### src/rtl/wdg_pkg.sv
package wdg_pkg;

    typedef enum logic [1:0] {
        WD_OFF  = 2'd0,
        WD_RUN  = 2'd1,
        WD_TRIP = 2'd2
    } wd_state_e;

    // Control field positions, derived from the safe-code width
    function automatic int ctl_src_bit(input int code_w);
        return code_w + 2;
    endfunction

    function automatic int ctl_en_bit(input int code_w);
        return code_w + 1;
    endfunction

    function automatic int ctl_stat_bit(input int code_w);
        return code_w;
    endfunction

endpackage

### src/rtl/wdg_regs.sv
module wdg_regs
    import wdg_pkg::*;
#(
    parameter int CNT_W   = 8,
    parameter int CODE_W  = 5,
    parameter int CNT_RST = 16
) (
    input  logic              clk,
    input  logic              rst_n,
    input  logic              cnt_wr,
    input  logic [CNT_W-1:0]  cnt_wdata,
    input  logic              ctl_wr,
    input  logic [CODE_W+2:0] ctl_wdata,
    output logic [CNT_W-1:0]  limit_q,
    output logic              en_q,
    output logic              src_q,
    output logic [CODE_W-1:0] safe_q,
    output logic              en_next,
    output logic              clr_req
);

    localparam int SRC_B  = ctl_src_bit(CODE_W);
    localparam int EN_B   = ctl_en_bit(CODE_W);
    localparam int STAT_B = ctl_stat_bit(CODE_W);

    always_ff @(posedge clk) begin
        if (!rst_n) begin
            limit_q <= CNT_W'(CNT_RST);
        end else if (cnt_wr) begin
            limit_q <= cnt_wdata;
        end
    end

    always_ff @(posedge clk) begin
        if (!rst_n) begin
            en_q   <= 1'b0;
            src_q  <= 1'b0;
            safe_q <= '0;
        end else if (ctl_wr) begin
            en_q   <= ctl_wdata[EN_B];
            src_q  <= ctl_wdata[SRC_B];
            safe_q <= ctl_wdata[CODE_W-1:0];
        end
    end

    // The state machine acts on the value being written, not the stored one
    always_comb begin
        en_next = ctl_wr ? ctl_wdata[EN_B] : en_q;
        clr_req = ctl_wr && !ctl_wdata[STAT_B];
    end

endmodule

### src/rtl/wdg_prescale.sv
module wdg_prescale #(
    parameter int UNIT_CYCLES = 1000
) (
    input  logic clk,
    input  logic rst_n,
    input  logic run,
    input  logic restart,
    output logic tick
);

    generate
        if (UNIT_CYCLES <= 1) begin : g_direct
            assign tick = run && !restart;
        end else begin : g_count
            localparam int PRE_W = $clog2(UNIT_CYCLES);
            localparam logic [PRE_W-1:0] LAST = PRE_W'(UNIT_CYCLES - 1);

            logic [PRE_W-1:0] pre_q;
            logic             at_last;

            assign at_last = (pre_q == LAST);
            assign tick    = run && !restart && at_last;

            always_ff @(posedge clk) begin
                if (!rst_n) begin
                    pre_q <= '0;
                end else if (!run || restart || at_last) begin
                    pre_q <= '0;
                end else begin
                    pre_q <= pre_q + 1'b1;
                end
            end
        end
    endgenerate

endmodule

### src/rtl/wdg_fsm.sv
module wdg_fsm
    import wdg_pkg::*;
#(
    parameter int CNT_W  = 8,
    parameter int CODE_W = 5
) (
    input  logic              clk,
    input  logic              rst_n,
    input  logic              en_next,
    input  logic              clr_req,
    input  logic              svc,
    input  logic              tick,
    input  logic [CNT_W-1:0]  limit,
    input  logic [CODE_W-1:0] norm_code,
    input  logic [CODE_W-1:0] safe_code,
    input  logic              src_pick,
    output logic              running,
    output logic              restart,
    output logic              alarm,
    output logic [CODE_W-1:0] eff_code,
    output logic              src_out
);

    localparam logic [CNT_W-1:0] ONE = CNT_W'(1);

    wd_state_e        st_q, st_d;
    logic [CNT_W-1:0] cnt_q;
    logic             load, dec;

    // Next state and counter actions
    always_comb begin
        st_d = st_q;
        load = 1'b0;
        dec  = 1'b0;
        unique case (st_q)
            WD_OFF: begin
                if (en_next) begin
                    st_d = WD_RUN;
                    load = 1'b1;
                end
            end
            WD_RUN: begin
                if (!en_next) begin
                    st_d = WD_OFF;
                end else if (svc) begin
                    load = 1'b1;
                end else if (tick) begin
                    if (cnt_q <= ONE) begin
                        st_d = WD_TRIP;
                    end else begin
                        dec = 1'b1;
                    end
                end
            end
            WD_TRIP: begin
                if (!en_next) begin
                    st_d = WD_OFF;
                end else if (clr_req) begin
                    st_d = WD_RUN;
                    load = 1'b1;
                end
            end
            default: begin
                st_d = WD_OFF;
            end
        endcase
    end

    // State register
    always_ff @(posedge clk) begin
        if (!rst_n) begin
            st_q <= WD_OFF;
        end else begin
            st_q <= st_d;
        end
    end

    // Unit counter: parked at the reload value while off
    always_ff @(posedge clk) begin
        if (!rst_n) begin
            cnt_q <= '0;
        end else if (st_q == WD_OFF || load) begin
            cnt_q <= limit;
        end else if (dec) begin
            cnt_q <= cnt_q - ONE;
        end
    end

    // Outputs
    always_comb begin
        alarm    = (st_q == WD_TRIP);
        running  = (st_q == WD_RUN);
        restart  = running && svc;
        eff_code = alarm ? safe_code : norm_code;
        src_out  = alarm ? 1'b0 : src_pick;
    end

endmodule

### src/rtl/ovc_watchdog.sv
module ovc_watchdog
    import wdg_pkg::*;
#(
    parameter int UNIT_CYCLES = 1000,
    parameter int CNT_W       = 8,
    parameter int CODE_W      = 5,
    parameter int CNT_RST     = 16
) (
    input  logic              clk,
    input  logic              rst_n,
    input  logic [CODE_W-1:0] norm_code,
    input  logic              cnt_wr,
    input  logic [CNT_W-1:0]  cnt_wdata,
    input  logic              ctl_wr,
    input  logic [CODE_W+2:0] ctl_wdata,
    input  logic              svc,
    output logic [CODE_W-1:0] eff_code,
    output logic              src_sel,
    output logic              alarm
);

    logic [CNT_W-1:0]  limit_q;
    logic              en_q;
    logic              src_q;
    logic [CODE_W-1:0] safe_q;
    logic              en_next;
    logic              clr_req;
    logic              running;
    logic              restart;
    logic              unit_tick;

    wdg_regs #(
        .CNT_W   (CNT_W),
        .CODE_W  (CODE_W),
        .CNT_RST (CNT_RST)
    ) u_regs (
        .clk       (clk),
        .rst_n     (rst_n),
        .cnt_wr    (cnt_wr),
        .cnt_wdata (cnt_wdata),
        .ctl_wr    (ctl_wr),
        .ctl_wdata (ctl_wdata),
        .limit_q   (limit_q),
        .en_q      (en_q),
        .src_q     (src_q),
        .safe_q    (safe_q),
        .en_next   (en_next),
        .clr_req   (clr_req)
    );

    wdg_prescale #(
        .UNIT_CYCLES (UNIT_CYCLES)
    ) u_pre (
        .clk     (clk),
        .rst_n   (rst_n),
        .run     (running),
        .restart (restart),
        .tick    (unit_tick)
    );

    wdg_fsm #(
        .CNT_W  (CNT_W),
        .CODE_W (CODE_W)
    ) u_fsm (
        .clk       (clk),
        .rst_n     (rst_n),
        .en_next   (en_next),
        .clr_req   (clr_req),
        .svc       (svc),
        .tick      (unit_tick),
        .limit     (limit_q),
        .norm_code (norm_code),
        .safe_code (safe_q),
        .src_pick  (src_q),
        .running   (running),
        .restart   (restart),
        .alarm     (alarm),
        .eff_code  (eff_code),
        .src_out   (src_sel)
    );

endmodule

### config.mk
export PLATFORM = sky130hd
export DESIGN_NAME = ovc_watchdog
export DESIGN_NICKNAME = d
export VERILOG_FILES = /design/src/rtl/wdg_pkg.sv /design/src/rtl/wdg_regs.sv /design/src/rtl/wdg_prescale.sv /design/src/rtl/wdg_fsm.sv /design/src/rtl/ovc_watchdog.sv
export SDC_FILE = /design/constraint.sdc
export NUM_CORES = 1
export LEC_CHECK = 0
export ABC_AREA = 0
export CORE_ASPECT_RATIO = 0.9
export CORE_UTILIZATION = 39
export DETAILED_ROUTE_END_ITERATION = 10
export GPL_TIMING_DRIVEN = 0
export PLACE_DENSITY = 0.66
export REMOVE_ABC_BUFFERS = 1
export SYNTH_ARGS = -nofsm -noshare
export SYNTH_HDL_FRONTEND = slang
export SYNTH_SLANG_ARGS = --single-unit
### constraint.sdc
create_clock -name clk -period 2.6 [get_ports clk]
set_input_delay 0.39 -clock clk [delete_from_list [all_inputs] [get_ports clk]]
set_output_delay 0.39 -clock clk [all_outputs]
set_load 0.01 [all_outputs]
After elaboration in Yosys (flattened, before gate mapping)
Index checks and enable logic that the tools add are counted.
{"block": "totals", "ff_bits": 35, "latch_bits": 0, "mem_bits_rw": 0, "rom_bits": 0, "input_bits": 26, "n_memories": 0}
{"block": "classes", "add_sub_neg": 2, "mul": 0, "div_mod_pow": 0, "n_lt_le_gt_ge": 1, "n_eq_ne": 8, "n_shift": 0, "n_mux": 24, "bitwise": 1, "reduce_logical": 14}
{"cell": "8-bit 2-to-1 mux", "n": 2}
{"cell": "2-bit 2-to-1 mux", "n": 7}
{"cell": "1-bit 2-to-1 mux", "n": 12}
{"cell": "3-bit != test (second input constant)", "n": 4}
{"cell": "10-bit by 1-bit adder with 10-bit output (second input constant)", "n": 1}
{"cell": "10-bit equality test (second input constant)", "n": 1}
{"cell": "8-bit by 1-bit less-or-equal comparator with 1-bit output (second input constant)", "n": 1}
{"cell": "8-bit by 1-bit subtractor with 8-bit output (second input constant)", "n": 1}
{"cell": "2-bit case mux with 3 select lines", "n": 1}
{"cell": "5-bit 2-to-1 mux", "n": 1}
{"cell": "5-bit AND reduction", "n": 1}
{"cell": "1-bit logical AND", "n": 4}
{"cell": "1-bit logical NOT", "n": 3}
{"cell": "1-bit logical OR", "n": 3}
{"cell": "1-bit case mux with 3 select lines", "n": 1}
{"cell": "2-bit by 1-bit equality test with 1-bit output (second input constant)", "n": 1}
{"cell": "2-bit equality test (second input constant)", "n": 1}
{"cell": "2-bit logical NOT", "n": 1}
{"cell": "2-bit by 1-bit != test with 1-bit output (second input constant)", "n": 1}
{"cell": "2-bit nonzero test", "n": 1}
{"cell": "2-bit OR reduction", "n": 1}
{"cell": "1-bit inverter", "n": 1}

Depth between registers and ports, before layout
Gate-level depths: netlist of run 1.
{"block": "depth", "ltp_word": 11, "depth_mapped": 9, "ltp_nobuf": 7}

By module
A second synthesis of run 1 with hierarchy kept.
{"block": "unflattened", "cells_unflattened": 191, "area_unflattened_um2": 1814.2}
{"mod": "wdg_fsm", "instances": 1, "cells_per_inst": 90, "area_each_um2": 775.7, "seq_area_each_um2": 200.2}
{"mod": "wdg_regs", "instances": 1, "cells_per_inst": 49, "area_each_um2": 575.6, "seq_area_each_um2": 300.3}
{"mod": "wdg_prescale", "instances": 1, "cells_per_inst": 52, "area_each_um2": 462.9, "seq_area_each_um2": 200.2}

Worst setup path before layout of run 1
OpenSTA, ideal clock, no wires.
{"block": "synth_path", "path_type": "register -> register", "startpoint": "reg u_fsm.st_q[0]", "endpoint": "reg u_fsm.cnt_q[0]", "setup_time_ps": 70, "t_arrival_ps": 1872, "t_required_ps": 2530, "setup_slack_ps": 658, "stages_incl_launch_ff": 10, "path_buffers": 2, "cell_sequence": "dfxtp_1 inv_1 ha_1 buf_2 nand2_1 a31o_2 a21oi_1 clkbuf_1 o21ai_0 a21oi_1"}
{"block": "synth_between", "elab_cells_between_ends": 15, "cone_classes": "2 x eq/ne; 6 x mux; 7 x reduce/logical"}
{"element": "start: declaration", "line_no": "wdg_fsm.sv:26", "rtl": "wd_state_e st_q, st_d;"}
{"element": "start signal: assignment", "line_no": "wdg_fsm.sv:74", "rtl": "st_q <= st_d;"}
{"element": "2-bit equality test (*)"}
{"element": "via alarm", "line_no": "ovc_watchdog.sv:19", "rtl": "output logic alarm"}
{"element": "1-bit case mux with 3 select lines (*)", "line_no": "wdg_fsm.sv:35", "rtl": "unique case (st_q)"}
{"element": "1-bit logical OR (*)", "line_no": "wdg_fsm.sv:82", "rtl": "end else if (st_q == WD_OFF || load) begin"}
{"element": "8-bit 2-to-1 mux or 2-bit nonzero test (tied branches)"}
{"element": "end signal: assignment", "line_no": "wdg_fsm.sv:83", "rtl": "cnt_q <= limit;"}
{"element": "end signal: assignment", "line_no": "wdg_fsm.sv:85", "rtl": "cnt_q <= cnt_q - ONE;"}
{"element": "end: declaration", "line_no": "wdg_fsm.sv:27", "rtl": "logic [CNT_W-1:0] cnt_q;"}
The timed path passes the listed nets; every way through them passes the cells marked *.
A chain may end at the register's enable or synchronous reset.

Worst setup path in the final report of run 1
{"block": "layout_path", "startpoint": "reg u_fsm.st_q[0]", "endpoint": "out eff_code[0]"}
{"block": "layout_between", "elab_chain_cells": 2}
{"element": "2-bit equality test", "line_no": "wdg_fsm.sv:91", "rtl": "alarm = (st_q == WD_TRIP);"}
{"element": "5-bit 2-to-1 mux", "line_no": "wdg_fsm.sv:94", "rtl": "eff_code = alarm ? safe_code : norm_code;"}
{"element": "end: declaration", "line_no": "ovc_watchdog.sv:17", "rtl": "output logic [CODE_W-1:0] eff_code,"}
Every way passes these cells.

==> results of run 1 <==
[how the worst max path moves through the flow]
stage	from	to	slack, ns
floorplan	u_fsm.st_q[0]	u_fsm.cnt_q[1]	0.52
global placement	ctl_wr	u_fsm.cnt_q[1]	-0.13
detailed placement	ctl_wr	u_fsm.cnt_q[1]	-0.12
CTS	u_fsm.st_q[0]	u_fsm.cnt_q[1]	0.10
global route	u_fsm.st_q[0]	eff_code[1]	0.03
finish	u_fsm.st_q[0]	eff_code[0]	0.18
[power by group]
part           leakage (nW)  internal, mW  total [mW]  switching (mW)
Sequential            0.287         0.581       0.616          0.0344
Clock                0.0477         0.183       0.380           0.197
Combinational         0.496         0.169       0.336           0.168
Total                 0.831         0.933        1.33           0.399
[synth_stat cells (all sizes together) (3+ instances only)]
cell,instances
nor3,5
nand3,5
xor2,6
mux2,7
nor2,29
ha,7
clkbuf,5
o21ai,7
inv,5
or4,3
nand2,9
xnor2,9
dfxtp,35
a21oi,9
mux2i,15
[cells by family after synthesis]
group	count (synthesis)
and+or+nand+nor	71
DFF	35
AOI/OAI and AO/OA	25
muxes	22
xor gates and xnor gates	15
buffers and inverters	13
adders and majority gates	7
[area by class of cell]
type                            count  area share
Multi-Input combinational cell    140       0.456
Timing Repair Buffer               32       0.145
Clock buffer                        5      0.0311
Inverter                            6      0.0102
Sequential cell                    35       0.317
Tap cell                           60      0.0340
Clock inverter                      3     0.00680
[layout by cell type, fill, tap and decap left out, types with 2 or more instances in the layout]
cell             Yosys  layout
a211o_2              2       2
a21oi_1              9       8
and2_1               2       2
and3_1               2       2
clkbuf_8             0       5
clkdlybuf4s50_1      0      32
clkinv_2             0       3
dfxtp_1             35      35
ha_1                 7       7
inv_1                5       5
mux2_2               7       7
mux2i_1             15      15
nand2_1              8       8
nand3_1              5       5
nand4_1              2       2
nor2_1              29      29
nor2b_1              2       2
nor3_1               5       5
nor3b_1              2       2
o21ai_0              6       6
or2_2                2       2
or4_1                2       2
xnor2_1              9       9
xor2_1               6       6
[what timing repair did]
item	CTS	global route
buffers inserted	0	0
gates resized for setup	0	1
endpoints found under the setup margin	0	4
[stage by stage]
stage	cell area [sq um]	hold slack [ns]	utilization	setup WS [ns]
final	2210	0.463	0.525	0.176
after global routing	2210	0.499	0.525	0.0255
after CTS	2210	0.469	0.524	0.102
after detailed placement	2120	0.453	0.504	-0.125
after global placement	2120	0.445	0.504	-0.128
after floorplan	1730	0.430	-	0.517
[registers in the layout (all words and copies together), names as in the netlist]
signal,flops
u_fsm.cnt_q,8
u_regs.en_q,1
u_regs.src_q,1
u_pre.g_count.pre_q,10
u_regs.limit_q,8
u_fsm.st_q,2
u_regs.safe_q,5
[critical path, stage by stage, from the launching register on]
cell	delay (ns)
dfxtp_1	0.33
inv_1	0.10
ha_1	0.45
mux2_2	0.38
clkdlybuf4s50_1	0.48
[layer usage]
metal  GRT usage  vias to the layer above  share of wire
met5           0                        -              0
met4      0.0662                        0          0.015
met3      0.0429                        6          0.058
met2       0.215                       32           0.41
met1       0.201                      613           0.51
li1            -                      728              -
==> reports/results.tsv, run 1 <==
stage	metric	value	unit
yosys	Post-synth EDFFs	0	
cells_and_area	ratio of cells with drive above 1 in the final layout	0.131	
timing	Worst Clk Skew	0.00612	ns
yosys	Post-Synth Adder-Cell Area	0.0498	
cells_and_area	Cell Count, Final, Fillers Out	281	
worst_setup_path	R2R Setup Slk	0.42	ns
routing	DRT Wirelength	3310	microns
worst_setup_path	crit path launch type	flop	
placed_design	GPL Wtd Cong	0.774	
cells_and_area	Filler Cell Count	410	
worst_setup_path	WP data arrival	2.03	ns
yosys	library cells used by synthesis	43	
clocking	cts bufs inserted	5	
cells_and_area	nets@finish	253	
yosys	yosys warns	0	
power_and_ir_drop	total power	1.33	mW
routing	initial DRC count	36	
hold_path	Hold Crit Class	flop to flop	
hold_path	Hold EP	u_pre.g_count.pre_q[0]	
global_routing	Total GRT Usage	0.148	
die	Die Ht	65.7	microns
yosys	Mapped Avg Cell Area	9.35	sq um
run	max-cap viol count	0	
routing	first drt pass iteration count	4	
timing	final hold vios	0	
die	std cell rows	22	
cells_and_area	multi-input logic area	1010	sq um
die	die footprint	4780	sq um
timing	highest clock rate	413	MHz
yosys	top-area cell type share of the netlist area	0.399	
worst_setup_path	FF-to-FF path depth	7	
yosys	leading area contributor after synthesis	dfxtp_1	
yosys	portion of netlist area occupied by mux cells	0.130	
timing	Slew @ Worst Pin	0.560	ns
die	Initial Utilization	0.417	
worst_setup_path	Crit Reg-Reg Endpoint	u_fsm.cnt_q[1]	
yosys	ys flop type	dfxtp_1	
global_routing	pin count of the biggest net entering global routing	18	
power_and_ir_drop	Leakage Power	0.831	nW
cells_and_area	Antenna Diode Count	0	
routing	ANT nets after route	0	
global_routing	vias in the first global route	1147	
yosys	synth top area cells	dfxtp_1 (40%), mux2i_1 (8.5%), nor2_1 (6.2%), ha_1 (5.0%), mux2_2 (4.5%)	
placed_design	DPL Wire Length	2320	microns
placed_design	port buffer count	32	
yosys	asr flop ratio synth	0	
global_routing	grt ovf	0	
hold_path	startpoint of the worst hold path	u_pre.g_count.pre_q[0]	
timing	Slew HR	0.624	
global_routing	global-route wire length before repair	5330	microns
worst_setup_path	Critical Path Fanout Max	12	
worst_setup_path	Worst Setup End Kind	primary output	
clocking	Clock Pin Slew Worst Setup and Hold Paths	0.07	ns
yosys	Synth Area in Simple Gates	0.215	
worst_setup_path	critical path data required time	2.21	ns
clocking	clock sinks	35	
yosys	#FFs+latches synth	35	
power_and_ir_drop	Max VDD drop	0.273	mV
die	IO Pins	33	
power_and_ir_drop	Pwr Density	603	nW/um^2
status	status	finished clean	
worst_setup_path	WS Path Type	flop to primary output	
clocking	CTS tree	done	
routing	DR DRC count	0	
worst_setup_path	FF-to-FF Start	u_fsm.st_q[0]	
routing	vias per cell	4.91	
die	Die X-Extent	72.8	microns
clocking	CTS Buffer Depth	2	
timing	fin crit period	2.42	ns
timing	Final Max Slew Viols	0	
clocking	worst skew pair latency	0.29	ns
timing	Sum Neg Setup Slack	0	ns
cells_and_area	Register Area	701	sq um
routing	wire length per cell	11.8	microns
yosys	largest family of logic cells by synthesized area	simple AND/OR/NAND/NOR gates	
routing	via count	1379	
clocking	hold_buf cts	0	
yosys	post-synthesis compound-gate area fraction	0.101	
placed_design	dpl cells	273	
timing	Period Utilization, post-route	0.932	
cells_and_area	area grow syn2layout	25.7	%
die	Core Area	4210	sq um
clocking	Root Driver	clkbuf_8	
yosys	post-synthesis xor/xnor area fraction	0.0747	
clocking	H-tree lvl count	2	
global_routing	initial antenna violation count	0	
yosys	Seq/Total Area, Yosys	0.399	
yosys	Post-Syn Instances	188	
yosys	synthesized cell area	1760	sq um
timing	# setup viols final	0	
hold_path	hold depth	1	
timing	RSZ-0062 raised after global routing	false	
Note: power is estimated with default switching activity, not from simulation.
==> run 2, diff against run 1 <==
--- a/config.mk
+++ b/config.mk
@@ -5,13 +5,14 @@
 export SDC_FILE = /design/constraint.sdc
 export NUM_CORES = 1
 export LEC_CHECK = 0
-export ABC_AREA = 0
+export CAP_MARGIN = 20
 export CORE_ASPECT_RATIO = 0.9
 export CORE_UTILIZATION = 39
 export DETAILED_ROUTE_END_ITERATION = 10
 export GPL_TIMING_DRIVEN = 0
-export PLACE_DENSITY = 0.66
+export PLACE_DENSITY = 0.65
 export REMOVE_ABC_BUFFERS = 1
 export SYNTH_ARGS = -nofsm -noshare
 export SYNTH_HDL_FRONTEND = slang
+export SYNTH_HIERARCHICAL = 1
 export SYNTH_SLANG_ARGS = --single-unit
==> run 2 against run 1 <==
Count of clock-buffer cells in the layout is 2 higher. Largest cell class unchanged. Total power up 9.1%. Utilization decreased by 1.2 points. Cell count up 2.5%. Sequential power is 5.0% higher. Clock skew rose by 0.00068 ns. Largest power group unchanged.
==> reports/results.tsv, run 2 <==
stage	metric	value	unit	change
status	status	finished clean		
worst_setup_path	WP data arrival	2.63	ns	+0.60 ns
die	std cell rows	23		+4.5%
yosys	Seq/Total Area, Yosys	0.386		-0.0124
cells_and_area	Antenna Diode Count	0		unchanged
yosys	ys flop type	dfxtp_1		
clocking	worst skew pair latency	0.28	ns	about the same
power_and_ir_drop	sequential share of power	0.445		-0.017
run	max-cap viol count	0		unchanged
placed_design	DPL Wire Length	2390	microns	+3.1%
clocking	CTS Buffer Depth	2		unchanged
power_and_ir_drop	Internal	0.986	mW	+5.6%
routing	wire length per cell	11.6	microns	-1.3%
global_routing	pin count of the biggest net entering global routing	25		+7
routing	DRT Wirelength	3350	microns	+1.1%
placed_design	dpl cell area	2180	sq um	+2.8%
die	Initial Utilization	0.407		-0.0107
timing	Slew @ Worst Pin	0.701	ns	+0.141 ns
hold_path	Hold Crit Class	flop to flop		
worst_setup_path	critical path's largest stage delay	0.42	ns	-0.06 ns
placed_design	worst slack at placement	-0.129	ns	-0.00418 ns
cells_and_area	most common cell after layout, fill and taps aside	dfxtp_1		
worst_setup_path	Critical Path Fanout Max	6		-6
clocking	cts bufs inserted	5		unchanged
timing	highest clock rate	411	MHz	-0.33%
timing	Final Max Slew Viols	0		unchanged
clocking	clock sinks	35		unchanged
routing	initial DRC count	39		+8.3%
placed_design	dpl cells	279		+2.2%
yosys	#FFs+latches synth	35		unchanged
timing	Slew HR	0.531		-0.0935
yosys	commonest cells in the netlist	dfxtp_1 (35), mux2i_1 (17), nor2b_1 (16), nor2_1 (13), inv_1 (10)		
placed_design	port buffer count	32		unchanged
cells_and_area	post-route cell area	2280	sq um	+3.4%
yosys	library cells used by synthesis	42		-2.3%
timing	Period Utilization, post-route	0.935		+0.00309
timing	Worst Clk Skew	0.00680	ns	+0.000681 ns
clocking	H-tree lvl count	2		unchanged
timing	Hold Slack	0.459	ns	-0.00451 ns
cells_and_area	ratio of cells with drive above 1 in the final layout	0.106		-0.0250
yosys	asr flop ratio synth	0		unchanged
yosys	Post-Syn Instances	191		+1.6%
clocking	Clock Pin Slew Worst Setup and Hold Paths	0.07	ns	about the same
worst_setup_path	critical path's top delay family	simple AND/OR/NAND/NOR gates		
global_routing	Total GRT Usage	0.143		-0.00486
timing	fin crit period	2.43	ns	+0.00802 ns
placed_design	GPL Wtd Cong	0.758		-2.0%
power_and_ir_drop	Leakage Power	0.823	nW	-0.92%
cells_and_area	Cell Count, Final, Fillers Out	288		+2.5%
worst_setup_path	WS Path Type	flop to flop		
die	Die X-Extent	73.9	microns	+1.5%
clocking	Root Driver	clkbuf_8		
cells_and_area	nets@finish	258		+2.0%
yosys	synth top area cells	dfxtp_1 (39%), mux2i_1 (9.4%), nor2b_1 (5.5%), ha_1 (4.8%), mux2_2 (3.1%)		
yosys	Post-synth EDFFs	0		unchanged
global_routing	global-route wire length before repair	5460	microns	+2.3%
power_and_ir_drop	switching power	0.468	mW	+17%
die	die footprint	4930	sq um	+3.1%
timing	final hold vios	0		unchanged
routing	ANT nets after route	0		unchanged
routing	vias per cell	4.96		+1.1%
clocking	hold_buf cts	0		unchanged
routing	DR DRC count	0		unchanged
power_and_ir_drop	Max VDD drop	0.354	mV	+29%
cells_and_area	Largest regs	u_pre/g_count.pre_q: 10 flops, u_fsm/cnt_q: 8 flops, u_regs/limit_q: 8 flops		
yosys	synthesized cell area	1810	sq um	+3.2%
worst_setup_path	crit-path cells	ha_1 > and4bb_1 > nand2_1 > nor4_2 > and4b_2 > nand3_2 > or4_1 > a311oi_1		
global_routing	vias in the first global route	1262		+10%
yosys	Mapped Avg Cell Area	9.50	sq um	+1.6%
worst_setup_path	Slowest cell on crit path	or4_1		
clocking	CTS tree	done		
global_routing	grt ovf	0		unchanged
yosys	yosys warns	6		+6
die	Die Ht	66.7	microns	+1.5%
yosys	leading area contributor after synthesis	dfxtp_1		
worst_setup_path	CP bufs+invs	0		-2
yosys	count leader, synth	dfxtp_1		
power_and_ir_drop	clock share of power	0.255		-0.030
power_and_ir_drop	Pwr Density	636	nW/um^2	+5.6%
timing	# setup viols final	0		unchanged
die	IO Pins	33		unchanged
worst_setup_path	crit path launch type	flop		
routing	via count	1429		+3.6%
cells_and_area	area grow syn2layout	25.9	%	
routing	first drt pass iteration count	4		unchanged
global_routing	initial antenna violation count	0		unchanged
timing	RSZ-0062 raised after global routing	false		
worst_setup_path	critical path data required time	2.79	ns	+0.58 ns
cells_and_area	Filler Cell Count	440		+7.3%
power_and_ir_drop	Sw Share	0.322		+0.0224
power_and_ir_drop	Logic pwr share	0.300		+0.047
cells_and_area	most frequent cells in the layout	dfxtp_1 (35), clkdlybuf4s50_1 (32), mux2i_1 (17), nor2b_1 (16), nor2_1 (13)		
cells_and_area	Largest register FFs	10		unchanged
cells_and_area	most flop-heavy register	u_pre/g_count.pre_q		
worst_setup_path	R2R Setup Slk	0.17	ns	-0.25 ns
timing	worst setup margin	0.168	ns	-0.00802 ns
yosys	top-area cell type share of the netlist area	0.386		-0.0124
die	Core Area	4460	sq um	+5.9%
worst_setup_path	Worst Setup End Kind	flop		
## run 2: cell count changes after synthesis, moves of 3 or more
cell	previous run	this run
buf_2	1	4
or3_1	0	5
inv_1	5	10
xnor2_1	9	5
nor3_1	5	2
nor2_1	29	13
nor2b_1	2	16
clkbuf_1	5	2
a31oi_1	0	3
xor2_1	6	3
## run 2: routing by layer
layer | vias up | track usage | part of all wire
li1 | 753 | - | -
met1 | 647 | 0.180 | 0.52
met2 | 27 | 0.236 | 0.42
met3 | 2 | 0.0393 | 0.057
met4 | 0 | 0.0433 | 0.0042
met5 | - | 0 | 0
## run 2: path summary, 6_finish.rpt
| path | start | end | cells past startpoint |
|---|---|---|---|
| max | u_pre/g_count.pre_q[0] | u_fsm/cnt_q[7] | 8 |
| min | u_pre/g_count.pre_q[0] | u_pre/g_count.pre_q[0] | 1 |
| max reg2reg | u_pre/g_count.pre_q[0] | u_fsm/cnt_q[7] | 8 |
| min reg2reg | u_pre/g_count.pre_q[0] | u_pre/g_count.pre_q[0] | 1 |
## run 2: final cells by class
type	instances	area [sq um]	share of cell area
clock inverter	1	5.00	0.00219
timing repair buffer	34	335	0.147
tap	62	77.6	0.0340
multi-input combinational	139	1050	0.461
sequential	35	701	0.307
inverter	10	37.5	0.0164
clock buffer	7	76.3	0.0334
## run 2: metrics by stage
step,power (mW),util,setup TNS (ns)
floorplan,0.941,-,0
global placement,1.07,0.487,-3.26
detailed placement,1.09,0.489,-0.272
CTS,1.46,0.507,0
global route,1.55,0.512,0
finish,1.45,0.512,0
## run 2: cell families (layout without fill, tap and decap cells)
logic type / count (synthesis) / count (layout) / synth area share
compound gates: 31 / 31 / 0.118
xor+xnor: 8 / 8 / 0.0386
fa+ha+maj: 7 / 7 / 0.0483
buf+inv: 17 / 52 / 0.0421
flops: 35 / 35 / 0.386
mux: 24 / 24 / 0.139
simple gates: 69 / 69 / 0.228
## run 2: power by group through the flow
stage          Clock (mW)  Sequential, mW  Combinational [mW]
6_report            0.371           0.647               0.437
2_1_floorplan           0           0.647               0.294
3_5_place_dp            0           0.658               0.428
5_1_grt             0.410           0.655               0.488
4_1_cts             0.385           0.646               0.431
3_3_place_gp            0           0.658               0.415
## run 2: worst register-to-register path, cell delays in order (launching register included)
cell	delay (ns)
dfxtp_1	0.36
ha_1	0.24
and4bb_1	0.26
nand2_1	0.13
nor4_2	0.22
and4b_2	0.33
nand3_2	0.14
or4_1	0.42
a311oi_1	0.25
## run 2: timing repair
item / in CTS / in global routing
cloned: 0 / 0
setup buffers: 0 / 1
setup endpoints to repair: 1 / 5
pin swaps: 0 / 1
gates resized for setup: 1 / 3
==> run 3, diff against run 2 <==
--- a/config.mk
+++ b/config.mk
@@ -5,7 +5,6 @@
 export SDC_FILE = /design/constraint.sdc
 export NUM_CORES = 1
 export LEC_CHECK = 0
-export CAP_MARGIN = 20
 export CORE_ASPECT_RATIO = 0.9
 export CORE_UTILIZATION = 39
 export DETAILED_ROUTE_END_ITERATION = 10
==> run 3 against run 2 <==
Cell count fell by 0.69%. Non-clock buffer count shrank 2. Worst setup slack gained 0.0030 ns. Largest cell class unchanged. Total power up 0.78%. Clock power about the same. Clock skew shrank 0.0046 ns. Critical path depth unchanged. Cell area increased by 0.44%. Critical endpoint unchanged.
==> reports/results.tsv, run 3 (same netlist as run 2, synthesis figures left out) <==
stage	metric	value	unit	change
die	std cell rows	23		unchanged
timing	# setup viols final	0		unchanged
cells_and_area	Largest register FFs	10		unchanged
clocking	worst skew pair latency	0.28	ns	about the same
timing	Sum Neg Setup Slack	0	ns	unchanged
placed_design	GPL Wtd Cong	0.758		unchanged
worst_setup_path	R2R Setup Slk	0.17	ns	about the same
power_and_ir_drop	Max VDD drop	0.309	mV	-13%
placed_design	port buffer count	32		unchanged
worst_setup_path	critical path data required time	2.80	ns	about the same
timing	final hold vios	0		unchanged
routing	ANT nets after route	0		unchanged
cells_and_area	multi-input logic area	1080	sq um	+2.4%
run	max-cap viol count	0		unchanged
power_and_ir_drop	switching power	0.480	mW	+2.6%
die	Initial Utilization	0.407		unchanged
cells_and_area	area grow syn2layout	26.5	%	
timing	Final Max Slew Viols	0		unchanged
routing	DRT Wirelength	3410	microns	+1.7%
clocking	CTS tree	done		
worst_setup_path	FF-to-FF path depth	8		unchanged
clocking	hold_buf cts	0		unchanged
clocking	Clock Pin Slew Worst Setup and Hold Paths	0.07	ns	about the same
worst_setup_path	Slowest cell on crit path	or4_1		
clocking	cts bufs inserted	5		unchanged
global_routing	Total GRT Usage	0.147		+0.00435
worst_setup_path	FF-to-FF Start	u_pre/g_count.pre_q[0]		
power_and_ir_drop	sequential share of power	0.441		-0.004
cells_and_area	Largest regs	u_pre/g_count.pre_q: 10 flops, u_fsm/cnt_q: 8 flops, u_regs/limit_q: 8 flops		
die	Die X-Extent	73.9	microns	unchanged
die	Core Area	4460	sq um	unchanged
global_routing	initial antenna violation count	0		unchanged
power_and_ir_drop	Sw Share	0.327		+0.00568
timing	Worst Clk Skew	0.00223	ns	-0.00457 ns
cells_and_area	most frequent cells in the layout	dfxtp_1 (35), clkdlybuf4s50_1 (32), mux2i_1 (17), nor2b_1 (16), nor2_1 (13)		
worst_setup_path	Critical Path Fanout Max	6		unchanged
power_and_ir_drop	total power	1.47	mW	+0.78%
worst_setup_path	WP data arrival	2.63	ns	about the same
placed_design	DPL Wire Length	2350	microns	-2.0%
routing	first drt pass iteration count	4		unchanged
power_and_ir_drop	Logic pwr share	0.306		+0.006
cells_and_area	post-route cell area	2290	sq um	+0.44%
timing	fin crit period	2.43	ns	-0.00298 ns
timing	Slew @ Worst Pin	0.754	ns	+0.0528 ns
cells_and_area	most common cell after layout, fill and taps aside	dfxtp_1		
clocking	CTS Buffer Depth	2		unchanged
worst_setup_path	Critical Path Sink	u_fsm/cnt_q[7]		
routing	DR DRC count	0		unchanged
global_routing	pin count of the biggest net entering global routing	25		unchanged
cells_and_area	Antenna Diode Count	0		unchanged
clocking	Root Driver	clkbuf_8		
clocking	H-tree lvl count	2		unchanged
routing	via count	1452		+1.6%
clocking	clock sinks	35		unchanged
cells_and_area	nets@finish	256		-0.78%
routing	vias per cell	5.08		+2.3%
power_and_ir_drop	Internal	0.985	mW	about the same
power_and_ir_drop	clock share of power	0.253		-0.002
worst_setup_path	Crit Reg-Reg Endpoint	u_fsm/cnt_q[7]		
die	die footprint	4930	sq um	unchanged
power_and_ir_drop	Pwr Density	638	nW/um^2	+0.34%
cells_and_area	Filler Cell Count	433		-1.6%
cells_and_area	most flop-heavy register	u_pre/g_count.pre_q		
worst_setup_path	WS Path Type	flop to flop		
routing	wire length per cell	11.9	microns	+2.4%
die	IO Pins	33		unchanged
worst_setup_path	Worst Setup End Kind	flop		
timing	Period Utilization, post-route	0.934		-0.00115
hold_path	Hold Crit Class	flop to flop		
timing	Slew HR	0.497		-0.0337
cells_and_area	Register Area	701	sq um	unchanged
routing	initial DRC count	34		-13%
power_and_ir_drop	Leakage Power	0.813	nW	-1.3%
cells_and_area	ratio of cells with drive above 1 in the final layout	0.112		+0.00541
worst_setup_path	crit path launch	u_pre/g_count.pre_q[0]		
global_routing	grt ovf	0		unchanged
timing	highest clock rate	412	MHz	+0.12%
worst_setup_path	crit-path cells	ha_2 > and4bb_1 > nand2_1 > nor4_4 > and4b_2 > nand3_2 > or4_1 > a311oi_2		
worst_setup_path	crit path launch type	flop		
global_routing	vias in the first global route	1275		+1.0%
placed_design	dpl cell area	2170	sq um	-0.34%
global_routing	global-route wire length before repair	5510	microns	+0.90%
status	status	finished clean		
die	Die Ht	66.7	microns	unchanged
worst_setup_path	critical path's largest stage delay	0.44	ns	+0.02 ns
==> run 3: worst min-delay path by stage <==
stage | to | cells past startpoint | from | slack [ns]
6_report | u_pre/g_count.pre_q[0] | 1 | u_pre/g_count.pre_q[0] | 0.46
5_1_grt | u_pre/g_count.pre_q[0] | 1 | u_pre/g_count.pre_q[0] | 0.48
4_1_cts | u_pre/g_count.pre_q[0] | 1 | u_pre/g_count.pre_q[0] | 0.46
3_5_place_dp | u_pre/g_count.pre_q[0] | 1 | u_pre/g_count.pre_q[0] | 0.45
3_3_place_gp | u_pre/g_count.pre_q[0] | 1 | u_pre/g_count.pre_q[0] | 0.43
2_1_floorplan | u_pre/g_count.pre_q[0] | 1 | u_pre/g_count.pre_q[0] | 0.42
==> run 3: worst max-delay path: cells and delay by family, from the launching register on <==
kind            cells  cell delay, ns
simple gates        6            1.48
fa+ha+maj           1            0.23
flops               1            0.36
compound gates      1            0.27
==> run 3: power groups by stage <==
stage               Sequential [mW]  Clock [mW]  Combinational [mW]
finish                        0.646       0.371               0.449
global route                  0.655       0.416               0.497
CTS                           0.646       0.390               0.427
detailed placement            0.657           0               0.417
global placement              0.658           0               0.415
floorplan                     0.647           0               0.294
==> run 3: final cells by class <==
cell class | instances | area share
Clock inverter | 1 | 0.00218
Timing Repair Buffer | 32 | 0.140
Inverter | 10 | 0.0164
Tap cell | 62 | 0.0338
Sequential cell | 35 | 0.305
Multi-Input combinational cell | 139 | 0.469
Clock buffer | 7 | 0.0333
==> run 3: stage by stage <==
stage,setup WS [ns],util,cells,hold slack (ns)
2_1_floorplan,0.299,-,184,0.418
3_3_place_gp,-0.452,0.487,278,0.435
3_5_place_dp,-0.436,0.487,278,0.446
4_1_cts,0.00656,0.507,286,0.462
5_1_grt,-0.0307,0.514,286,0.477
6_report,0.171,0.514,286,0.461
==> run 3: what timing repair did <==
action / 4_1_cts / 5_1_grt
resized for setup: 2 / 6
buffers inserted: 0 / 0
gates cloned: 0 / 0
pin swaps: 0 / 1
setup endpoints to repair: 8 / 5
==> run 3: per-layer routing <==
metal | part of all wire | routed length [microns] | track usage
met1 | 0.51 | 1750 | 0.184
met3 | 0.053 | 179 | 0.0408
met4 | 0.020 | 68 | 0.0793
met5 | 0 | 0 | 0
met2 | 0.41 | 1400 | 0.228
